## config.mk

```make
export PLATFORM = sky130hd
export DESIGN_NAME = seg_xlate_unit
export DESIGN_NICKNAME = d
export VERILOG_FILES = /design/src/rtl/sxu_pkg.sv /design/src/rtl/sxu_table.sv /design/src/rtl/sxu_calc.sv /design/src/rtl/sxu_out.sv /design/src/rtl/seg_xlate_unit.sv
export SDC_FILE = /design/constraint.sdc
export NUM_CORES = 1
export LEC_CHECK = 0
export CORE_ASPECT_RATIO = 1.5
export CORE_MARGIN = 2
export CORE_UTILIZATION = 23
export CTS_CLUSTER_SIZE = 30
export DETAILED_ROUTE_END_ITERATION = 12
export GPL_TIMING_DRIVEN = 0
export PLACE_DENSITY = 0.37
export SLEW_MARGIN = 20
export SYNTH_ARGS = -nofsm -noshare
export SYNTH_HDL_FRONTEND = slang
export SYNTH_HIERARCHICAL = 1
export SYNTH_SLANG_ARGS = --single-unit
```

## constraint.sdc

```tcl
create_clock -name clk -period 13.5 [get_ports clk]
set_input_delay 2.7 -clock clk [delete_from_list [all_inputs] [get_ports clk]]
set_output_delay 2.7 -clock clk [all_outputs]
set_load 0.01 [all_outputs]
```

## src/rtl/sxu_pkg.sv

```systemverilog
package sxu_pkg;

  // Translation mode carried by each request
  typedef enum logic {
    XMODE_PROT   = 1'b0,
    XMODE_LEGACY = 1'b1
  } xmode_e;

  // Legacy mode shifts the segment by this many bits
  localparam int LEGACY_SHIFT = 4;

endpackage

```

## src/rtl/sxu_table.sv

```systemverilog
module sxu_table #(
  parameter int ENTRIES = 8,
  parameter int BASE_W  = 24,
  parameter int LIM_W   = 16,
  localparam int IDX_W  = $clog2(ENTRIES),
  localparam int LEN_W  = $clog2(ENTRIES + 1),
  localparam int ROW_W  = BASE_W + LIM_W
) (
  input  logic              clk,
  input  logic              rst,
  input  logic              wr_en,
  input  logic [IDX_W-1:0]  wr_idx,
  input  logic [BASE_W-1:0] wr_base,
  input  logic [LIM_W-1:0]  wr_lim,
  input  logic              len_we,
  input  logic [LEN_W-1:0]  len_in,
  input  logic              org_we,
  input  logic [BASE_W-1:0] org_in,
  input  logic [IDX_W-1:0]  rd_idx,
  output logic [BASE_W-1:0] rd_base,
  output logic [LIM_W-1:0]  rd_lim,
  output logic [LEN_W-1:0]  len_q,
  output logic [BASE_W-1:0] org_q
);

  localparam logic [LEN_W-1:0] LEN_MAX = LEN_W'(ENTRIES);

  // Row storage: written on the clock, read combinationally (distributed RAM)
  logic [ROW_W-1:0] rows [ENTRIES];
  logic [ROW_W-1:0] rd_row;

  always_ff @(posedge clk) begin
    if (wr_en) rows[wr_idx] <= {wr_base, wr_lim};
  end

  assign rd_row  = rows[rd_idx];
  assign rd_base = rd_row[ROW_W-1:LIM_W];
  assign rd_lim  = rd_row[LIM_W-1:0];

  // Length register, saturating at the entry count
  logic [LEN_W-1:0] len_sat;
  assign len_sat = (len_in > LEN_MAX) ? LEN_MAX : len_in;

  always_ff @(posedge clk) begin
    if (rst)         len_q <= '0;
    else if (len_we) len_q <= len_sat;
  end

  // Origin register: visible to software, never read by the datapath
  always_ff @(posedge clk) begin
    if (rst)         org_q <= '0;
    else if (org_we) org_q <= org_in;
  end


  len_cap_chk: assert property (@(posedge clk) disable iff (rst)
    len_q <= LEN_MAX);


  len_load_chk: assert property (@(posedge clk) disable iff (rst)
    len_we |=> (len_q == (($past(len_in) > LEN_MAX) ? LEN_MAX : $past(len_in))));

endmodule

```

## src/rtl/sxu_calc.sv

```systemverilog
module sxu_calc
  import sxu_pkg::*;
#(
  parameter int SEG_W  = 16,
  parameter int OFF_W  = 16,
  parameter int BASE_W = 24,
  parameter int LIM_W  = 16,
  parameter int LEN_W  = 4,
  localparam int PA_W  = BASE_W,
  localparam int RM_W  = SEG_W + LEGACY_SHIFT,
  localparam int CMP_W = (OFF_W > LIM_W) ? OFF_W : LIM_W
) (
  input  logic              legacy,
  input  logic [SEG_W-1:0]  seg,
  input  logic [OFF_W-1:0]  off,
  input  logic [BASE_W-1:0] base,
  input  logic [LIM_W-1:0]  lim,
  input  logic [LEN_W-1:0]  len,
  output logic [PA_W-1:0]   pa,
  output logic              fault
);

  xmode_e mode;
  assign mode = xmode_e'(legacy);

  // Protected path: one comparison pair and one addition
  logic            seg_in_table;
  logic            off_in_limit;
  logic [PA_W-1:0] prot_pa;

  assign seg_in_table = seg < SEG_W'(len);
  assign off_in_limit = CMP_W'(off) < CMP_W'(lim);
  assign prot_pa      = PA_W'(base) + PA_W'(off);

  // Legacy path: shift by four and add, wrapping at RM_W bits
  logic [RM_W-1:0] rm_sum;
  assign rm_sum = {seg, {LEGACY_SHIFT{1'b0}}} + RM_W'(off);

  always_comb begin
    if (mode == XMODE_LEGACY) begin
      pa    = PA_W'(rm_sum);
      fault = 1'b0;
    end else begin
      pa    = prot_pa;
      fault = !(seg_in_table && off_in_limit);
    end
  end

endmodule

```

## src/rtl/sxu_out.sv

```systemverilog
module sxu_out #(
  parameter int PA_W = 24
) (
  input  logic            clk,
  input  logic            rst,
  input  logic            fire,
  input  logic [PA_W-1:0] pa_next,
  input  logic            fault_next,
  output logic            ready,
  output logic            valid,
  output logic            fault,
  output logic [PA_W-1:0] pa
);

  always_ff @(posedge clk) begin
    if (rst) begin
      ready <= 1'b0;
      valid <= 1'b0;
      fault <= 1'b0;
      pa    <= '0;
    end else begin
      ready <= 1'b1;
      valid <= fire && !fault_next;
      fault <= fire && fault_next;
      pa    <= (fire && !fault_next) ? pa_next : '0;
    end
  end


  excl_chk: assert property (@(posedge clk) disable iff (rst)
    !(valid && fault));


  pa_zero_chk: assert property (@(posedge clk) disable iff (rst)
    !valid |-> (pa == '0));

endmodule

```

## src/rtl/seg_xlate_unit.sv

```systemverilog
module seg_xlate_unit #(
  parameter int ENTRIES = 8,
  parameter int SEG_W   = 16,
  parameter int OFF_W   = 16,
  parameter int BASE_W  = 24,
  parameter int LIM_W   = 16,
  localparam int IDX_W  = $clog2(ENTRIES),
  localparam int LEN_W  = $clog2(ENTRIES + 1),
  localparam int PA_W   = BASE_W
) (
  input  logic              clk,
  input  logic              rst,
  input  logic              tw_en,
  input  logic [IDX_W-1:0]  tw_idx,
  input  logic [BASE_W-1:0] tw_base,
  input  logic [LIM_W-1:0]  tw_limit,
  input  logic              len_we,
  input  logic [LEN_W-1:0]  len_wdata,
  input  logic              org_we,
  input  logic [BASE_W-1:0] org_wdata,
  output logic [BASE_W-1:0] org_q,
  input  logic              req_valid,
  output logic              req_ready,
  input  logic              req_legacy,
  input  logic [SEG_W-1:0]  req_seg,
  input  logic [OFF_W-1:0]  req_off,
  output logic              rsp_valid,
  output logic              rsp_fault,
  output logic [PA_W-1:0]   rsp_pa
);

  logic [BASE_W-1:0] row_base;
  logic [LIM_W-1:0]  row_lim;
  logic [LEN_W-1:0]  tbl_len;
  logic [PA_W-1:0]   pa_next;
  logic              fault_next;
  logic              fire;

  assign fire = req_valid && req_ready;

  sxu_table #(
    .ENTRIES (ENTRIES),
    .BASE_W  (BASE_W),
    .LIM_W   (LIM_W)
  ) u_table (
    .clk     (clk),
    .rst     (rst),
    .wr_en   (tw_en),
    .wr_idx  (tw_idx),
    .wr_base (tw_base),
    .wr_lim  (tw_limit),
    .len_we  (len_we),
    .len_in  (len_wdata),
    .org_we  (org_we),
    .org_in  (org_wdata),
    .rd_idx  (req_seg[IDX_W-1:0]),
    .rd_base (row_base),
    .rd_lim  (row_lim),
    .len_q   (tbl_len),
    .org_q   (org_q)
  );

  sxu_calc #(
    .SEG_W  (SEG_W),
    .OFF_W  (OFF_W),
    .BASE_W (BASE_W),
    .LIM_W  (LIM_W),
    .LEN_W  (LEN_W)
  ) u_calc (
    .legacy (req_legacy),
    .seg    (req_seg),
    .off    (req_off),
    .base   (row_base),
    .lim    (row_lim),
    .len    (tbl_len),
    .pa     (pa_next),
    .fault  (fault_next)
  );

  sxu_out #(
    .PA_W (PA_W)
  ) u_out (
    .clk        (clk),
    .rst        (rst),
    .fire       (fire),
    .pa_next    (pa_next),
    .fault_next (fault_next),
    .ready      (req_ready),
    .valid      (rsp_valid),
    .fault      (rsp_fault),
    .pa         (rsp_pa)
  );


  beat_src_chk: assert property (@(posedge clk) disable iff (rst)
    (rsp_valid || rsp_fault) |-> $past(req_valid && req_ready));


  beat_due_chk: assert property (@(posedge clk) disable iff (rst)
    (req_valid && req_ready) |=> (rsp_valid || rsp_fault));


  legacy_ok_chk: assert property (@(posedge clk) disable iff (rst)
    (req_valid && req_ready && req_legacy) |=> (rsp_valid && (rsp_pa >> 20) == '0));


  bound_chk: assert property (@(posedge clk) disable iff (rst)
    (req_valid && req_ready && !req_legacy && (req_seg >= SEG_W'(tbl_len))) |=> rsp_fault);

endmodule

```

==> summary.md, run 1 <==
| Metric | Value |
|---|---|
| Status | `finished, final reports clean` |
| Setup crit start kind | `primary input` |
| Pwr Density | `around 130 nW/um2` |
| RR Startpoint | `u_table/rows[0][1]` |
| Total track usage | `0.1251` |
| Slew of the pin with the lowest slew margin | `~0.90 ns` |
| Routability Congestion | `0.7874` |
| IO Count | `about 160` |
| # nets final | `roughly 1.3k` |
| Clock H-tree levels | `2` |
| First-pass GRT wire length | `around 67000 um` |
| Mapped Area | `16480 um2` |
| Initial antenna violation count | `5` |
| Syn Nets | `approximately 1.1k` |
| # DRC | `0` |
| Core Rows | `120` |
| CTS tree | `built` |
| Async S/R FF share, synth | `0` |
| CTS Hold Bufs | `0` |
| Clk sink count | `about 380` |
| Post-route setup TNS | `0 ns` |
| Detailed Route Iter0 Violations | `508` |
| CTS clock-pin slew for the worst setup and hold paths | `~0.060 ns` |
| Main synth FF type | `edfxtp_1` |
| Largest net degree at the start of global routing | `17` |
| Multi-input logic area | `around 5500 um2` |
| Core area | `roughly 71000 um2` |
| Setup violators final | `0` |
| Worst hold path class | `reg -> reg` |
| Syn. warnings | `6` |
| Area fraction of the dominant cell type after synthesis | `0.5831` |
| Area delta synth->final | `27.92%` |
| Worst reg2reg path depth | `12` |
| Register area share after synthesis | `0.6499` |
| GR Overflow Total | `0` |
| VDD IR-drop max | `between 0.00006 and 0.00007 V` |
| Initial core utilization | `0.2316` |
| CP Max Fanout | `10` |
| FILL cells | `about 7.1k` |
| WS Path Type | `in -> reg` |
| Util after Layout | `0.2962` |
| EDFF count, synth | `320` |
| Reg2Reg Capture Point | `u_out/pa[7]` |
| Die Area | `around 74000 um2` |
| Root Buffer | `clkbuf_16` |
| Layout cells sized above 1 | `0.1643` |
| Post-Synthesis Cells | `between 900 and 1k` |
| Clock Path Buffers | `3` |
| Diodes inserted | `0` |
| Post_cts resized | `0` |
| RSZ-0062 raised after global routing | `false` |
| I/O Buffers | `between 150 and 200` |
| Leakage | `around 0.0073 uW` |
| Unique masters post-synth | `between 50 and 60` |
| Data required time of the critical path | `13.87 ns` |
| Ranking of synthesized cells by area | `edfxtp_1, mux4_1, dfxtp_1, ha_1, mux2_2` |
| Min Tclk post-route | `between 7 and 8 ns` |
| PnR Total Power | `2727 uW` |
| Final WL | `between 40000 and 50000 um` |
| Final slew viol count | `0` |
| Post-DRT Antenna Nets | `0` |
| Hold EP | `u_table/len_q[2]` |
| Endpoint class of the critical path | `register` |
| R2r setup slk | `about 9.5 ns` |
| Via/cell ratio | `between 4 and 5` |
| Mapped Avg Cell Area | `around 17 um2` |
| Post-synth top cells | `edfxtp_1, mux4_1, dfxtp_1` |
| Hold_sp | `u_table/len_q[2]` |
| Fmax | `around 130 MHz` |
| Drt wl/cell | `around 22 um` |
| Clk_lat worst skew | `~0.54 ns` |
| Die W | `approximately 220 um` |
| Post-CTS Repair Setup Buffers | `0` |
| Top-count cell post-synth | `edfxtp_1` |
| Crit path DAT | `7.88 ns` |
| Initial DRT Pass Iterations | `5` |
| Min-Delay Path Depth | `2` |
| Post-DP HPWL | `33900 um` |
| Max-cap violations | `0` |
| Vias in the first global route | `9710` |
| FF/Latch Area | `roughly 11000 um2` |
| Number of CTS-inserted buffers | `38` |
| Synth area leader | `edfxtp_1` |
| Final Hold Fails | `0` |
| Rel. slew slack | `0.3996` |
| Total vias in the final route | `~9k` |
| Clock skew | `around 0.015 ns` |
| FF+latch count, synth | `~380` |
| Period utilization | `0.5562` |
| Die H | `331.8 um` |
==> how the worst max path moves through the flow <==
stage | from | to | slack, ns | cells past startpoint
2_1_floorplan | tw_idx[2] | u_table/rows[0][0] | 7.39 | 2
3_3_place_gp | tw_idx[2] | u_table/rows[0][23] | 3.16 | 3
3_5_place_dp | req_seg[2] | u_out/pa[7] | 5.21 | 15
4_1_cts | req_seg[2] | u_out/pa[7] | 5.79 | 15
5_1_grt | req_seg[2] | u_out/pa[7] | 5.79 | 15
6_report | req_seg[2] | u_out/pa[7] | 5.99 | 15
==> through the flow <==
step           instances  hold slack, ns  cell area (um2)  setup slack [ns]
2_1_floorplan        943          0.4451            16480             7.391
3_3_place_gp        2016          0.4615            19210             3.163
3_5_place_dp        2045          0.4640            19790             5.211
4_1_cts             2114          0.4804            21080             5.785
5_1_grt             2114          0.4918            21080             5.789
6_report            2114          0.4748            21080             5.992
==> per-layer routing <==
| metal | track usage | vias to the layer above | wire (um) |
|---|---|---|---|
| li1 | - | 4263 | - |
| met1 | 0.1482 | 4643 | 19410 |
| met2 | 0.2227 | 242 | 23740 |
| met3 | 0.02716 | 68 | 2301 |
| met4 | 0.04270 | 10 | 1299 |
| met5 | 0 | - | 55 |
==> layout by cell type (no fill, tap or decap), drive strengths merged, types with 32 or more instances in the layout <==
cell             n
dfxtp           55
edfxtp         320
ha              46
nor2            49
mux2            42
mux4            80
nand2           32
buf             46
a21oi           39
clkbuf          65
clkdlybuf4s50  158
==> cell type report <==
cell class,instances,area share
multi-input combinational,500,0.2600
sequential,375,0.5080
clock buffer,43,0.04843
clock inverter,26,0.01270
inverter,29,0.005163
tap,915,0.05431
timing repair buffer,187,0.1002
buffer,39,0.01122
==> cells by family (layout without fill, tap and decap cells) <==
logic type	count (synthesis)	count (layout)	share of synthesized area
AO/OA/AOI/OAI	105	105	0.04016
XOR/XNOR	33	33	0.01754
adder cells (fa/ha/maj)	48	48	0.03735
buffers and inverters	68	324	0.02095
flip-flops	375	375	0.6499
multiplexers	151	151	0.1739
AND/OR/NAND/NOR	163	163	0.06028
==> power by group <==
part / switching [uW] / internal, uW
logic: 172 / 152
registers: 8.32 / 1300
clock network: 457 / 642
==> registers in the layout, indices dropped and copies added (netlist names) <==
name,count
u_table/org_q,24
u_table/rows,320
u_table/len_q,4
u_out/fault,1
u_out/ready,1
u_out/pa,24
u_out/valid,1
==> critical path, cell delays in order <==
cell and delay (ns):
clkdlybuf4s50_1 0.64, clkbuf_1 0.47, clkbuf_1 0.71, mux4_1 0.42, mux2_2 0.27, inv_1 0.06, ha_1 0.22, a21o_1 0.18
a21oi_1 0.25, o211ai_1 0.15, a21oi_1 0.34, o21ai_0 0.25, o2bb2ai_1 0.32, buf_2 0.31, nor4bb_2 0.58
Power figures use the tool's default switching activity.
==> run 2, diff against run 1 <==
PLACE_DENSITY = 0.38   (was 0.37)
clock period = 6.8 ns   (was 13.5 ns; I/O delays follow)
==> summary.md, run 2 (same netlist as run 1, synthesis figures left out) <==
| Metric | Value |
|---|---|
| Fmax | `roughly 170 MHz` |
| Initial antenna violation count | `4 (-1)` |
| Die Area | `73860 um2 (unchanged)` |
| Hold EP | `u_table/len_q[0]` |
| Total track usage | `0.1245 (-0.0006074)` |
| I/O Buffers | `158 (unchanged)` |
| Worst reg2reg path depth | `12 (unchanged)` |
| Sequential power share | `0.477 (about the same)` |
| Endpoint class of the critical path | `register` |
| RR Startpoint | `u_table/rows[1][1]` |
| Data required time of the critical path | `7.29 ns (-6.58 ns)` |
| Status | `finished, final reports clean` |
| Max-cap violations | `0 (unchanged)` |
| Number of CTS-inserted buffers | `40 (+5.3%)` |
| CTS clock-pin slew for the worst setup and hold paths | `0.06 ns (about the same)` |
| Clock skew | `0.01243 ns (-0.002855 ns)` |
| Drt wl/cell | `21.80 um (-1.5%)` |
| Initial core utilization | `0.2316 (unchanged)` |
| Largest register FFs | `320 (unchanged)` |
| Clock share of power | `0.405 (+0.002)` |
| Register with the most flip-flops | `u_table/rows` |
| Setup crit start kind | `primary input` |
| Clock H-tree levels | `2 (unchanged)` |
| Layout cells sized above 1 | `0.1549 (-0.009433)` |
| VDD IR-drop max | `0.0001801 V (+160%)` |
| Clk_lat worst skew | `0.56 ns (+0.02 ns)` |
| Area delta synth->final | `27.63%` |
| Reg2Reg Capture Point | `u_out/pa[1]` |
| # nets final | `1329 (+0.075%)` |
| Final slew viol count | `0 (unchanged)` |
| Worst path cell trace | `clkdlybuf4s50_1 > clkbuf_1 > clkbuf_1 > mux4_1 > mux2_2 > inv_1 > ha_1 > a21o_1 > a21oi_1 > o211ai_1 > a21oi_1 > o21ai_0 > o2bb2ai_1 > buf_2 > and4bb_2` |
| Setup violators final | `0 (unchanged)` |
| R2r setup slk | `3.22 ns (-6.30 ns)` |
| Dpl cell area | `19720 um2 (-0.37%)` |
| Min-Delay Path Depth | `2 (unchanged)` |
| Core area | `71170 um2 (unchanged)` |
| Detailed Route Iter0 Violations | `519 (+2.2%)` |
| Hold slack | `0.4716 ns (-0.003174 ns)` |
| Layout Cells excl Fill | `2116 (+0.095%)` |
| Post-DRT Antenna Nets | `0 (unchanged)` |
| CP Max Fanout | `10 (unchanged)` |
| Final Hold Fails | `0 (unchanged)` |
| FILL cells | `7138 (+0.79%)` |
| Post_cts resized | `0 (unchanged)` |
| Power Internal | `4167 uW (+99%)` |
| Period utilization | `0.8467` |
| Fin area | `21030 um2 (-0.23%)` |
| Commonest non-fill, non-tap cell in the layout | `edfxtp_1` |
| RSZ-0062 raised after global routing | `false` |
| Placed insts | `2044 (-0.049%)` |
| PnR Total Power | `5425 uW (+99%)` |
| Routability Congestion | `0.7770 (-1.3%)` |
| Largest net degree at the start of global routing | `18 (+1)` |
| WS Path Type | `in -> reg` |
| Largest regs | `u_table/rows: 320 flops, u_out/pa: 24 flops, u_table/org_q: 24 flops` |
| Comb pwr share | `0.117 (-0.002)` |
| Clk sink count | `375 (unchanged)` |
| CTS tree | `built` |
| Max incr delay on CP | `0.71 ns (about the same)` |
| Slowest-stage cell, CP | `clkbuf_1` |
| Hold_sp | `u_table/len_q[0]` |
| Vias in the first global route | `9836 (+1.3%)` |
| Pwr Density | `257.9 nW/um2 (+99%)` |
| First-pass GRT wire length | `67030 um (-0.52%)` |
| Post-DP HPWL | `33330 um (-1.7%)` |
| Post-route setup TNS | `0 ns (unchanged)` |
| P_sw | `1258 uW (+97%)` |
| Root Buffer | `clkbuf_16` |
| Slew of the pin with the lowest slew margin | `0.8641 ns (-0.03649 ns)` |
| Core Rows | `120 (unchanged)` |
| Min Tclk post-route | `approximately 5.8 ns` |
| Rel. slew slack | `0.4239 (+0.02433)` |
| CTS Hold Bufs | `0 (unchanged)` |
| Switching power share of the total | `0.2318 (-0.001884)` |
| # DRC | `0 (unchanged)` |
| Worst hold path class | `reg -> reg` |
| Die H | `331.8 um (unchanged)` |
| Commonest cells after routing, fill and taps aside | `edfxtp_1, clkdlybuf4s50_1, mux4_1` |
| Crit path DAT | `6.24 ns (-1.64 ns)` |
| Clock Path Buffers | `3 (unchanged)` |
| GR Overflow Total | `0 (unchanged)` |
| Total vias in the final route | `9141 (-0.92%)` |
| Final WL | `46140 um (-1.4%)` |
| Die W | `222.6 um (unchanged)` |
| Post-CTS Repair Setup Buffers | `0 (unchanged)` |
| Via/cell ratio | `4.320 (-1.0%)` |
| Initial DRT Pass Iterations | `6 (+1)` |
| Leakage | `0.007295 uW (-0.52%)` |
| IO Count | `161 (unchanged)` |
| Diodes inserted | `0 (unchanged)` |
[run 2: cell types whose count changed in the layout (fill, tap and decap cells not counted), sizes merged]
| cell | before | now |
|---|---|---|
| bufinv | 5 | 4 |
| buf | 46 | 45 |
| clkbuf | 65 | 73 |
| clkinv | 17 | 13 |
[run 2: worst max-delay path by stage]
stage                           from             endpoint  slack [ns]  cells past startpoint
after floorplan            tw_idx[2]   u_table/rows[0][0]        2.03                      2
after global placement     tw_idx[2]  u_table/rows[0][23]       -2.41                      3
after detailed placement  req_seg[2]          u_out/pa[6]        0.29                     15
after CTS                 req_seg[2]          u_out/pa[6]        0.90                     15
after global routing      req_seg[2]          u_out/pa[6]        0.79                     15
final                     req_seg[2]          u_out/pa[1]        1.04                     15
[run 2: layout make-up]
class / instances / area, um2 / area share
plain buffers: 39 / 236.5 / 0.01124
clock inverters: 21 / 220.2 / 0.01047
multi-input cells: 500 / 5480 / 0.2605
inverters: 29 / 108.9 / 0.005175
flip-flops and latches: 375 / 10710 / 0.5092
well taps: 915 / 1145 / 0.05443
clock buffers: 51 / 1095 / 0.05205
repair buffers: 186 / 2038 / 0.09690
[run 2: worst max-delay path, delay by kind of cell]
family | cells | cell delay (ns)
fa+ha+maj | 1 | 0.21
compound gates | 6 | 1.39
simple gates | 1 | 0.38
buf+inv | 5 | 2.17
mux | 2 | 0.69
[run 2: per-stage QoR]
stage | setup slack (ns) | util
after global routing | 0.7886 | 0.2956
after global placement | -2.405 | 0.2699
after CTS | 0.8990 | 0.2956
after detailed placement | 0.2868 | 0.2771
after floorplan | 2.031 | -
final | 1.043 | 0.2956
[run 2: power groups by stage]
| stage | Combinational, uW | Clock (uW) | Sequential, uW |
|---|---|---|---|
| final | 636 | 2200 | 2590 |
| after global routing | 700 | 2360 | 2600 |
| after detailed placement | 651 | 0 | 2640 |
| after CTS | 654 | 2290 | 2590 |
| after floorplan | 357 | 0 | 2640 |
| after global placement | 630 | 0 | 2640 |
[run 2: per-layer routing]
metal | global-route usage | part of all wire | up-vias
met5 | 0 | 0.0010 | -
met4 | 0.03684 | 0.024 | 6
met3 | 0.02530 | 0.042 | 63
met2 | 0.2239 | 0.51 | 218
met1 | 0.1490 | 0.43 | 4584
li1 | - | - | 4270
==> run 3, diff against run 2 <==
clock period = 5.28 ns   (was 6.8 ns; I/O delays follow)
==> summary.md, run 3 (same netlist as run 1, synthesis figures left out) <==
| Metric | Value |
|---|---|
| Core Rows | `120 (unchanged)` |
| Layout cells sized above 1 | `0.1615 (+0.006661)` |
| Die H | `331.8 um (unchanged)` |
| Hold_sp | `u_table/len_q[0]` |
| Final slew viol count | `0 (unchanged)` |
| Power Internal | `5367 uW (+29%)` |
| Clock Path Buffers | `3 (unchanged)` |
| # nets final | `1329 (unchanged)` |
| CTS clock-pin slew for the worst setup and hold paths | `0.06 ns (about the same)` |
| # DRC | `0 (unchanged)` |
| Post-DRT Antenna Nets | `0 (unchanged)` |
| Die Area | `73860 um2 (unchanged)` |
| Register with the most flip-flops | `u_table/rows` |
| I/O Buffers | `158 (unchanged)` |
| VDD IR-drop max | `0.0002319 V (+29%)` |
| Largest register FFs | `320 (unchanged)` |
| CTS tree | `built` |
| Commonest cells after routing, fill and taps aside | `edfxtp_1, clkdlybuf4s50_1, mux4_1` |
| Final Hold Fails | `0 (unchanged)` |
| Root Buffer | `clkbuf_16` |
| Die W | `222.6 um (unchanged)` |
| Largest regs | `u_table/rows: 320 flops, u_out/pa: 24 flops, u_table/org_q: 24 flops` |
| Rel. slew slack | `0.4453 (+0.02137)` |
| Diodes inserted | `0 (unchanged)` |
| IO Count | `161 (unchanged)` |
| Min-Delay Path Depth | `2 (unchanged)` |
| RR Startpoint | `u_table/rows[1][1]` |
| Initial DRT Pass Iterations | `6 (unchanged)` |
| Multi-input logic area | `5480 um2 (unchanged)` |
| Clk sink count | `375 (unchanged)` |
| Core area | `71170 um2 (unchanged)` |
| Final Worst Setup Slack | `0.3521 ns (-0.6905 ns)` |
| Clock share of power | `0.405 (about the same)` |
| Status | `finished, final reports clean` |
| Comb pwr share | `0.117 (about the same)` |
| Largest net degree at the start of global routing | `18 (unchanged)` |
| Clock skew | `0.01389 ns (+0.001460 ns)` |
| Setup violators final | `0 (unchanged)` |
| Hold slack | `0.4716 ns (unchanged)` |
| Min Tclk post-route | `4.928 ns` |
| CP Max Fanout | `10 (unchanged)` |
| Area delta synth->final | `27.69% (about the same)` |
| Post-DP HPWL | `33330 um (unchanged)` |
| Detailed Route Iter0 Violations | `524 (+0.96%)` |
| Final WL | `46070 um (-0.15%)` |
| Leakage | `0.007319 uW (+0.33%)` |
| Worst reg2reg path depth | `12 (unchanged)` |
| Crit path DAT | `5.42 ns (-0.82 ns)` |
| Total vias in the final route | `9134 (-0.077%)` |
| Initial antenna violation count | `4 (unchanged)` |
| Pwr Density | `332.0 nW/um2 (+29%)` |
| Setup crit start kind | `primary input` |
| Sequential power share | `0.477 (about the same)` |
| Fmax | `a little over 200 MHz` |
| Vias in the first global route | `9836 (unchanged)` |
| Clk_lat worst skew | `0.56 ns (about the same)` |
| Setup WS pre-CTS | `-0.9292 ns (-1.216 ns)` |
| GR Overflow Total | `0 (unchanged)` |
| Hold EP | `u_table/len_q[0]` |
| Worst hold path class | `reg -> reg` |
| First-pass GRT wire length | `67000 um (about the same)` |
| RSZ-0062 raised after global routing | `false` |
| Switching power share of the total | `0.2318 (about the same)` |
| Via/cell ratio | `4.317 (about the same)` |
| Number of CTS-inserted buffers | `40 (unchanged)` |
| Endpoint class of the critical path | `register` |
| Reg2Reg Capture Point | `u_out/pa[1]` |
| Max-cap violations | `0 (unchanged)` |
| Slew of the pin with the lowest slew margin | `0.8321 ns (-0.03206 ns)` |
| Clock H-tree levels | `2 (unchanged)` |
| Commonest non-fill, non-tap cell in the layout | `edfxtp_1` |
| Routability Congestion | `0.7770 (unchanged)` |
| FF/Latch Area | `10710 um2 (unchanged)` |
| Total track usage | `0.1245 (about the same)` |
| FILL cells | `7136 (-0.028%)` |
| Period utilization | `0.9333` |
| WS Path Type | `in -> reg` |
| R2r setup slk | `1.71 ns (-1.51 ns)` |
| Initial core utilization | `0.2316 (unchanged)` |
| Data required time of the critical path | `5.77 ns (-1.52 ns)` |
| P_sw | `1620 uW (+29%)` |
| Drt wl/cell | `21.77 um (-0.15%)` |
| Post-CTS Repair Setup Buffers | `0 (unchanged)` |
==> run 3: cell counts in the layout (fill, tap and decap cells not counted) <==
Identical to the previous run, type by type.
==> run 3: through the flow <==
step           std cells  total power (uW)  utilization  TNS (ns)  area, um2
2_1_floorplan        943              3864            -         0      16480
3_3_place_gp        2016              4217       0.2699   -515.66      19210
3_5_place_dp        2044              4238       0.2771    -20.12      19720
4_1_cts             2116              7127       0.2957         0      21040
5_1_grt             2116              7279       0.2957         0      21040
6_report            2116              6987       0.2957         0      21040
==> run 3: final cells by class <==
| class | instances | share of cell area |
|---|---|---|
| timing repair buffer | 186 | 0.09685 |
| buffer | 39 | 0.01171 |
| clock inverter | 21 | 0.01046 |
| inverter | 29 | 0.005173 |
| sequential | 375 | 0.5090 |
| tap | 915 | 0.05440 |
| clock buffer | 51 | 0.05202 |
| multi-input combinational | 500 | 0.2604 |
==> run 3: power groups by stage <==
stage / clock network, uW / logic (uW) / registers [uW]
floorplan: 0 / 460 / 3400
global placement: 0 / 812 / 3400
detailed placement: 0 / 838 / 3400
CTS: 2950 / 843 / 3340
global route: 3040 / 901 / 3340
finish: 2830 / 819 / 3340
==> run 3: per-layer routing <==
layer  vias up  wire length, um  global-route usage
met2       219            23380              0.2238
met4         6             1101             0.03684
met5         -               40                   0
met1      4577            19490              0.1488
li1       4269                -                   -
met3        63             2056             0.02530
==> run 3: worst max path at each step <==
stage / startpoint / to / slack, ns / cells after the start
final: req_seg[1] / u_out/pa[1] / 0.35 / 13
after global routing: req_seg[2] / u_out/pa[22] / 0.07 / 14
after CTS: req_seg[1] / u_out/pa[6] / 0.09 / 13
after detailed placement: req_seg[2] / u_out/pa[6] / -0.93 / 15
after global placement: tw_idx[2] / u_table/rows[0][23] / -3.62 / 3
after floorplan: tw_idx[2] / u_table/rows[0][0] / 0.81 / 2
==> run 3: timing repair <==
| action | in CTS | in global routing |
|---|---|---|
| hold buffers | 0 | 0 |
| endpoints found under the setup margin | 22 | 1 |
| gates resized for setup | 7 | 3 |
| gates cloned | 0 | 0 |
| pin swaps | 0 | 0 |
==> run 3: critical path: stages <==
cell	delay (ns)
clkdlybuf4s50_1	0.89
clkbuf_1	0.70
mux2_2	0.42
inv_1	0.05
ha_1	0.21
a21o_1	0.18
a21oi_1	0.27
o211ai_1	0.15
a21oi_1	0.23
o21ai_0	0.23
o2bb2ai_1	0.33
buf_2	0.30
and4bb_2	0.38
